<file path="src/rtl/tss_pkg.sv">
package tss_pkg;
  typedef enum logic [2:0] {
    ST_NOMINAL,
    ST_DN_STALL,
    ST_DN_WALK,
    ST_REDUCED,
    ST_COOLDOWN,
    ST_UP_WALK,
    ST_UP_STALL
  } seq_state_t;
endpackage

</file>
<file path="src/rtl/tss_countdown.sv">
module tss_countdown #(
  parameter int W = 4
) (
  input  logic         clk,
  input  logic         rst,
  input  logic         load,
  input  logic [W-1:0] load_val,
  output logic         zero
);
  logic [W-1:0] cnt;

  always_ff @(posedge clk) begin
    if (rst)               cnt <= '0;
    else if (load)         cnt <= load_val;
    else if (cnt != '0)    cnt <= cnt - 1'b1;
  end

  assign zero = (cnt == '0);
endmodule

</file>
<file path="src/rtl/tss_vid_walker.sv">
module tss_vid_walker #(
  parameter int VID_W     = 6,
  parameter int DWELL_CYC = 4
) (
  input  logic             clk,
  input  logic             rst,
  input  logic [VID_W-1:0] init_vid,
  input  logic             run,
  input  logic [VID_W-1:0] target,
  output logic [VID_W-1:0] vid,
  output logic             at_target
);
  localparam int DW = (DWELL_CYC > 1) ? $clog2(DWELL_CYC + 1) : 1;
  localparam logic [DW-1:0] DWELL_LOAD = DW'(DWELL_CYC - 1);

  logic [DW-1:0] dwell;

  assign at_target = (vid == target);

  always_ff @(posedge clk) begin
    if (rst) begin
      vid   <= init_vid;
      dwell <= DWELL_LOAD;
    end else if (!run) begin
      dwell <= DWELL_LOAD;
    end else if (!at_target) begin
      if (dwell == '0) begin
        vid   <= (target > vid) ? vid + 1'b1 : vid - 1'b1;
        dwell <= DWELL_LOAD;
      end else begin
        dwell <= dwell - 1'b1;
      end
    end
  end


  vid_unit_step_chk: assert property (@(posedge clk) disable iff (rst)
    (vid != $past(vid)) |-> ((vid == $past(vid) + VID_W'(1)) || (vid == $past(vid) - VID_W'(1))));
endmodule

</file>
<file path="src/rtl/tss_irq_hold.sv">
module tss_irq_hold (
  input  logic clk,
  input  logic rst,
  input  logic irq_in,
  input  logic stall,
  input  logic ack,
  output logic pending
);
  logic prev, held, edge_seen, deliver;

  assign edge_seen = irq_in & ~prev;
  assign deliver   = ~stall & (edge_seen | held);

  always_ff @(posedge clk) begin
    if (rst) begin
      prev    <= 1'b0;
      held    <= 1'b0;
      pending <= 1'b0;
    end else begin
      prev    <= irq_in;
      held    <= stall & (held | edge_seen);
      pending <= (pending & ~ack) | deliver;
    end
  end


  no_release_in_stall_chk: assert property (@(posedge clk) disable iff (rst)
    $rose(pending) |-> !$past(stall));
endmodule

</file>
<file path="src/rtl/thermal_step_seq.sv">
module thermal_step_seq #(
  parameter int RATIO_W   = 5,
  parameter int VID_W     = 6,
  parameter int STALL_CYC = 1000,
  parameter int DWELL_CYC = 64,
  parameter int HYST_CYC  = 2000
) (
  input  logic               clk,
  input  logic               rst,
  input  logic               enable,
  input  logic               over_temp,
  input  logic [RATIO_W-1:0] nom_ratio,
  input  logic [VID_W-1:0]   nom_vid,
  input  logic [RATIO_W-1:0] red_ratio,
  input  logic [VID_W-1:0]   red_vid,
  input  logic               irq_in,
  input  logic               irq_ack,
  output logic [RATIO_W-1:0] ratio_out,
  output logic [VID_W-1:0]   vid_out,
  output logic               bus_block,
  output logic               irq_pending
);
  import tss_pkg::*;

  localparam int MAXT = (STALL_CYC > HYST_CYC) ? STALL_CYC : HYST_CYC;
  localparam int TW   = $clog2(MAXT + 1);
  localparam int BW   = $clog2(STALL_CYC + 2);

  seq_state_t    state;
  logic          hot, tmr_load, tmr_zero, walk_run, walk_done;
  logic [TW-1:0] tmr_val;
  logic [VID_W-1:0] walk_target;

  assign hot = enable & over_temp;

  always_comb begin
    tmr_load = 1'b0;
    tmr_val  = TW'(STALL_CYC - 1);
    unique case (state)
      ST_NOMINAL: tmr_load = hot;
      ST_REDUCED: begin
        tmr_load = ~hot;
        tmr_val  = TW'(HYST_CYC - 1);
      end
      ST_UP_WALK: tmr_load = walk_done;
      default:    tmr_load = 1'b0;
    endcase
  end

  assign walk_run    = (state == ST_DN_WALK) || (state == ST_UP_WALK);
  assign walk_target = (state == ST_UP_WALK) ? nom_vid : red_vid;

  tss_countdown #(.W(TW)) u_timer (
    .clk(clk), .rst(rst), .load(tmr_load), .load_val(tmr_val), .zero(tmr_zero)
  );

  tss_vid_walker #(.VID_W(VID_W), .DWELL_CYC(DWELL_CYC)) u_walk (
    .clk(clk), .rst(rst), .init_vid(nom_vid), .run(walk_run),
    .target(walk_target), .vid(vid_out), .at_target(walk_done)
  );

  tss_irq_hold u_irq (
    .clk(clk), .rst(rst), .irq_in(irq_in), .stall(bus_block),
    .ack(irq_ack), .pending(irq_pending)
  );

  always_ff @(posedge clk) begin
    if (rst) begin
      state     <= ST_NOMINAL;
      ratio_out <= nom_ratio;
      bus_block <= 1'b0;
    end else begin
      unique case (state)
        ST_NOMINAL: if (hot) begin
          ratio_out <= red_ratio;
          bus_block <= 1'b1;
          state     <= ST_DN_STALL;
        end
        ST_DN_STALL: if (tmr_zero) begin
          bus_block <= 1'b0;
          state     <= ST_DN_WALK;
        end
        ST_DN_WALK:  if (walk_done) state <= ST_REDUCED;
        ST_REDUCED:  if (!hot) state <= ST_COOLDOWN;
        ST_COOLDOWN: begin
          if (hot)           state <= ST_REDUCED;
          else if (tmr_zero) state <= ST_UP_WALK;
        end
        ST_UP_WALK: if (walk_done) begin
          ratio_out <= nom_ratio;
          bus_block <= 1'b1;
          state     <= ST_UP_STALL;
        end
        ST_UP_STALL: if (tmr_zero) begin
          bus_block <= 1'b0;
          state     <= ST_NOMINAL;
        end
        default: state <= ST_NOMINAL;
      endcase
    end
  end

  logic [BW-1:0] block_run;
  always_ff @(posedge clk) begin
    if (rst)            block_run <= '0;
    else if (bus_block) block_run <= block_run + 1'b1;
    else                block_run <= '0;
  end


  ratio_with_stall_chk: assert property (@(posedge clk) disable iff (rst)
    (ratio_out != $past(ratio_out)) |-> (bus_block && !$past(bus_block)));


  stall_len_chk: assert property (@(posedge clk) disable iff (rst)
    block_run <= BW'(STALL_CYC));


  open_bus_walk_chk: assert property (@(posedge clk) disable iff (rst)
    (vid_out != $past(vid_out)) |-> !bus_block);


  ratio_up_after_vid_chk: assert property (@(posedge clk) disable iff (rst)
    (state == ST_UP_STALL && $past(state) == ST_UP_WALK) |-> (vid_out == nom_vid));
endmodule

</file>
<file path="config.mk">
export PLATFORM = sky130hd
export DESIGN_NAME = thermal_step_seq
export DESIGN_NICKNAME = d
export VERILOG_FILES = /design/src/rtl/tss_pkg.sv /design/src/rtl/tss_countdown.sv /design/src/rtl/tss_vid_walker.sv /design/src/rtl/tss_irq_hold.sv /design/src/rtl/thermal_step_seq.sv
export SDC_FILE = /design/constraint.sdc
export NUM_CORES = 1
export LEC_CHECK = 0
export ABC_CLOCK_PERIOD_IN_PS = 10390
export BUFFER_PORTS_ARGS = -buffer_cell sky130_fd_sc_hd__buf_2
export CAP_MARGIN = 10
export CORE_ASPECT_RATIO = 0.75
export CORE_MARGIN = 2
export CORE_UTILIZATION = 50
export CTS_CLUSTER_SIZE = 24
export DETAILED_ROUTE_END_ITERATION = 10
export PLACE_DENSITY = 0.75
export RECOVER_POWER = 100
export SLEW_MARGIN = 20
export SYNTH_ARGS = -nofsm -noshare
export SYNTH_HDL_FRONTEND = slang
export SYNTH_SLANG_ARGS = --single-unit
</file>
<file path="constraint.sdc">
create_clock -name clk -period 10.39 [get_ports clk]
set_input_delay 2.078 -clock clk [delete_from_list [all_inputs] [get_ports clk]]
set_output_delay 2.078 -clock clk [all_outputs]
set_load 0.1 [all_outputs]
</file>
==> results.md <==
Status:
- The flow ran to the end, and the final reports show no timing, DRC or antenna violations.

CTS:
- The total of hold buffers inserted after clock tree synthesis is 0.
- The number of clock buffers added by TritonCTS is 5.
- The CTS sink count is 36.
- The later-pin clock latency in the skew report is 0.29 ns.
- The CTS tree is yes.
- The post-CTS setup buffer count is 0.
- The deepest level of the CTS H-tree is 2.
- The clock root buffer master is sky130_fd_sc_hd__clkbuf_8.
- The number of gates resized after CTS was 0.
- Counting along the longest clock path gives a buffer depth of 2.
- The clock transition at the registers of the reported paths is 0.08 ns.

Timing:
- In this run the tightest slew margin relative to its limit is 16.1%.
- The post-route setup TNS is 0 ns.
- Based on the critical path, the design can be clocked at up to just over 200 MHz.
- The final setup skew is 0.00740 ns.
- Setup violations remaining at the end of the flow were counted as 0.
- The transition at the pin with the smallest max-transition slack is 1.26 ns.
- The final critical path takes up 47.1% of the cycle.
- The number of slew-limit violations in the final report is 0.
- The final-report hold violation count is 0.
- Setup repair after global routing left no endpoint under its margin.
- The final critical path time including I/O delays and setup is 4.90 ns.

Synthesis:
- When the netlist entered floorplanning its net count stood at between 200 and 300.
- The synthesized design contains 11 enable-type register cells.
- For this run, the register share of the synthesized area comes to 37.5%.
- The share of synthesized registers carrying an async set or reset is 0%.
- The number of warnings printed during yosys synthesis is 0.
- Summing every instance area after synthesis gives 2210 sq um.
- The post-synthesis cell type count is 52.
- The most common flop cell mapped by yosys is sky130_fd_sc_hd__dfxtp_1.
- The per-instance average area after synthesis is 8.96 sq um.
- In the synthesized netlist, the number of instances is between 200 and 250.
- Synthesis inferred 36 register bits.

Power:
- Summed over all nets, the switching power comes to 250 uW.
- In this run, the clock network consumes between 20 and 25% of the power.
- Power comes to 590 uW.
- The power density over the cells is 236 nW/um^2.
- The worst-case vdd ir drop is 0.111 mV.
- The switching power as a share of total power is between 40% and 50%.
- The internal power consumption is 341 uW.
- Registers are responsible for 34.1% of the overall power.
- Of the total power, combinational logic draws 45.3%.
- Summed over all cells, the static leakage comes to 0.00104 uW.

GRT:
- Entering global routing, the biggest net connects 31 pins.
- The first global-routing pass estimated 7070 um of wire.
- The initial antenna violation count came to 0.
- Global routing finished with a remaining overflow of 0.
- The global routing usage summed across all routing layers is 18.7%.
- The via count of the first global-routing pass came to 1559.

Layout:
- The final net count is 326.
- From synthesis to final layout, the design area changed by 13.1%.
- The library cells used most frequently in the layout, excluding fill and tap cells, are sky130_fd_sc_hd__dfxtp_1, sky130_fd_sc_hd__buf_2, sky130_fd_sc_hd__nand2_1, sky130_fd_sc_hd__a21oi_1.
- The antenna diode instance count is 0.
- The library cell used most frequently in the layout, excluding fill and tap cells, is sky130_fd_sc_hd__dfxtp_1.
- In the final layout, the share of cells above drive strength 1 is 17.5%.

Critical path:
- The worst setup path is captured at a flop.
- In this design, the critical path's most frequently occurring cell is sky130_fd_sc_hd__ha_1.
- The highest fanout seen on the critical path is 8.
- The endpoint arrival time on the critical path is 4.88 ns.
- The cell with the largest stage delay on the worst path is sky130_fd_sc_hd__or2_2.
- For this run, the slowest stage of the critical path takes 0.43 ns.
- The startpoint-to-endpoint class of the critical path is input pin to flop.
- STA classifies the critical path startpoint as an input pin.
- The required time at the endpoint of the critical path is 10.38 ns.
- Traced cell by cell, the critical path runs through buf_2, mux2_2, ha_1, nand4_1, or2_2, nand2_1, ha_1, a211oi_1, o21bai_1, a211o_1, nor4_1, a221oi_1.

Die:
- The core region is slightly above 4000 sq um.
- The number of I/O pins is 41.
- The floorplan row count is 20.
- The area of the die is 4980 sq um.
- The die is between 60 and 70 um tall.
- The floorplan step set the die width to 80.8 um.
- The initial core utilization is a little over half.

Placement:
- The number of input and output port buffers inserted is 40.
- The placer's final routability congestion estimate is 0.861.
- The placed wire-length estimate after detailed placement is 3400 um.

Run:
- Max-cap violations in this run came to 0.

Routing:
- The initial DRC count is 89.
- The number of nets with antenna violations after detailed routing is 0.
- The average wire length per cell after detail routing is between 10 and 15 um.
- The post-route DRC violation count is 0.
- The number of vias after detailed routing is around 1900.
- The wire length reported by the detailed router is 4500 um.
- After detailed routing, the number of vias per cell comes to 5.53.
- The number of iterations in the first detailed-routing pass is 4.

Min path:
- In this run the worst hold path is classified as flop to flop.
kinds of logic (layout without fill, tap and decap cells):
logic type	count (synthesis)	in the layout	synth area share (%)
flip-flops	36	36	37.5
adder cells (fa/ha/maj)	13	13	7.69
buffers and inverters	24	63	4.58
AO/OA/AOI/OAI	66	66	18.6
XOR/XNOR	11	11	4.35
AND/OR/NAND/NOR	84	84	20.8
multiplexers	13	13	6.44
worst paths after layout:
path	cells past startpoint	slack, ns	from	endpoint
max	12	5.49	nom_vid[2]	u_walk.vid[5]
min	2	0.50	u_irq.pending	u_irq.pending
max reg2reg	12	6.11	state[0]	u_walk.vid[5]
min reg2reg	2	0.50	u_irq.pending	u_irq.pending
synthesized netlist by cell type, types with 2 or more instances:
| cell type | n | area [sq um] |
|---|---|---|
| sky130_fd_sc_hd__ha_1 | 12 | 150 |
| sky130_fd_sc_hd__xor2_1 | 7 | 61.3 |
| sky130_fd_sc_hd__nand2_1 | 22 | 82.6 |
| sky130_fd_sc_hd__a211oi_1 | 5 | 37.5 |
| sky130_fd_sc_hd__dfxtp_1 | 25 | 500 |
| sky130_fd_sc_hd__o21ai_0 | 17 | 85.1 |
| sky130_fd_sc_hd__mux2i_1 | 3 | 30.0 |
| sky130_fd_sc_hd__a21oi_1 | 21 | 105 |
| sky130_fd_sc_hd__a21o_1 | 3 | 22.5 |
| sky130_fd_sc_hd__nor3b_1 | 2 | 15.0 |
| sky130_fd_sc_hd__mux2_2 | 10 | 113 |
| sky130_fd_sc_hd__nand3b_1 | 2 | 15.0 |
| sky130_fd_sc_hd__nor3_1 | 5 | 25.0 |
| sky130_fd_sc_hd__nor2b_1 | 2 | 12.5 |
| sky130_fd_sc_hd__clkbuf_1 | 5 | 18.8 |
| sky130_fd_sc_hd__and3_1 | 2 | 12.5 |
| sky130_fd_sc_hd__a31oi_1 | 4 | 25.0 |
| sky130_fd_sc_hd__or3_1 | 2 | 12.5 |
| sky130_fd_sc_hd__o21a_1 | 2 | 15.0 |
| sky130_fd_sc_hd__nand2b_1 | 6 | 37.5 |
| sky130_fd_sc_hd__inv_1 | 15 | 56.3 |
| sky130_fd_sc_hd__buf_2 | 3 | 15.0 |
| sky130_fd_sc_hd__edfxtp_1 | 11 | 330 |
| sky130_fd_sc_hd__o31ai_1 | 3 | 22.5 |
| sky130_fd_sc_hd__and2_1 | 3 | 18.8 |
| sky130_fd_sc_hd__xnor2_1 | 4 | 35.0 |
| sky130_fd_sc_hd__nor2_1 | 18 | 67.6 |
| sky130_fd_sc_hd__or2_2 | 2 | 12.5 |
| sky130_fd_sc_hd__nor4_1 | 3 | 18.8 |
| sky130_fd_sc_hd__a221oi_1 | 2 | 17.5 |
| sky130_fd_sc_hd__nand3_1 | 4 | 20.0 |
| sky130_fd_sc_hd__or4_1 | 2 | 15.0 |
power groups by stage:
stage          sequential (uW)  combinational [uW]  clock [uW]
5_1_grt                    206                 296         130
4_1_cts                    201                 276         123
3_3_place_gp               203                 270           0
6_report                   201                 268         121
2_1_floorplan              259                 173           0
3_5_place_dp               203                 276           0
routing by layer:
layer | track usage (%) | up-vias | wire, um
li1 | - | 973 | -
met2 | 29.0 | 45 | 1830
met3 | 4.84 | 7 | 245
met4 | 4.36 | 0 | 37
met1 | 26.4 | 860 | 2390
met5 | 0 | - | 0
sequential cells by signal (all words and copies together), names as in the netlist:
| name | cells |
|---|---|
| u_timer.cnt | 11 |
| u_walk.dwell | 7 |
| u_walk.vid | 6 |
| ratio_out | 5 |
| state | 3 |
| bus_block | 1 |
| u_irq.held | 1 |
| u_irq.pending | 1 |
| u_irq.prev | 1 |
through the flow:
stage                     setup slack (ns)  cell area, sq um  utilization [%]  std cells  hold slack, ns
after floorplan                       5.74              2210                -        247           0.463
after global placement                5.46              2440             58.7        333           0.465
after detailed placement              5.34              2440             58.7        333           0.476
after CTS                             5.66              2550             61.4        341           0.494
after global routing                  5.29              2500             60.2        341           0.519
final                                 5.49              2500             60.2        341           0.497
cell type report:
cell class / instances / area [sq um]
inverters: 15 / 56.3
fillers: 402 / 1650
flip-flops and latches: 36 / 831
well taps: 55 / 68.8
repair buffers: 40 / 180
multi-input cells: 187 / 1250
clock inverters: 3 / 42.5
clock buffers: 5 / 68.8
worst max-delay path: cells and delay by family:
| kind | cells | cell delay [ns] |
|---|---|---|
| multiplexers | 1 | 0.26 |
| AO/OA/AOI/OAI | 4 | 0.81 |
| adder cells (fa/ha/maj) | 2 | 0.57 |
| buffers and inverters | 1 | 0.10 |
| AND/OR/NAND/NOR | 4 | 1.07 |
(Power assumes the default switching activity.)
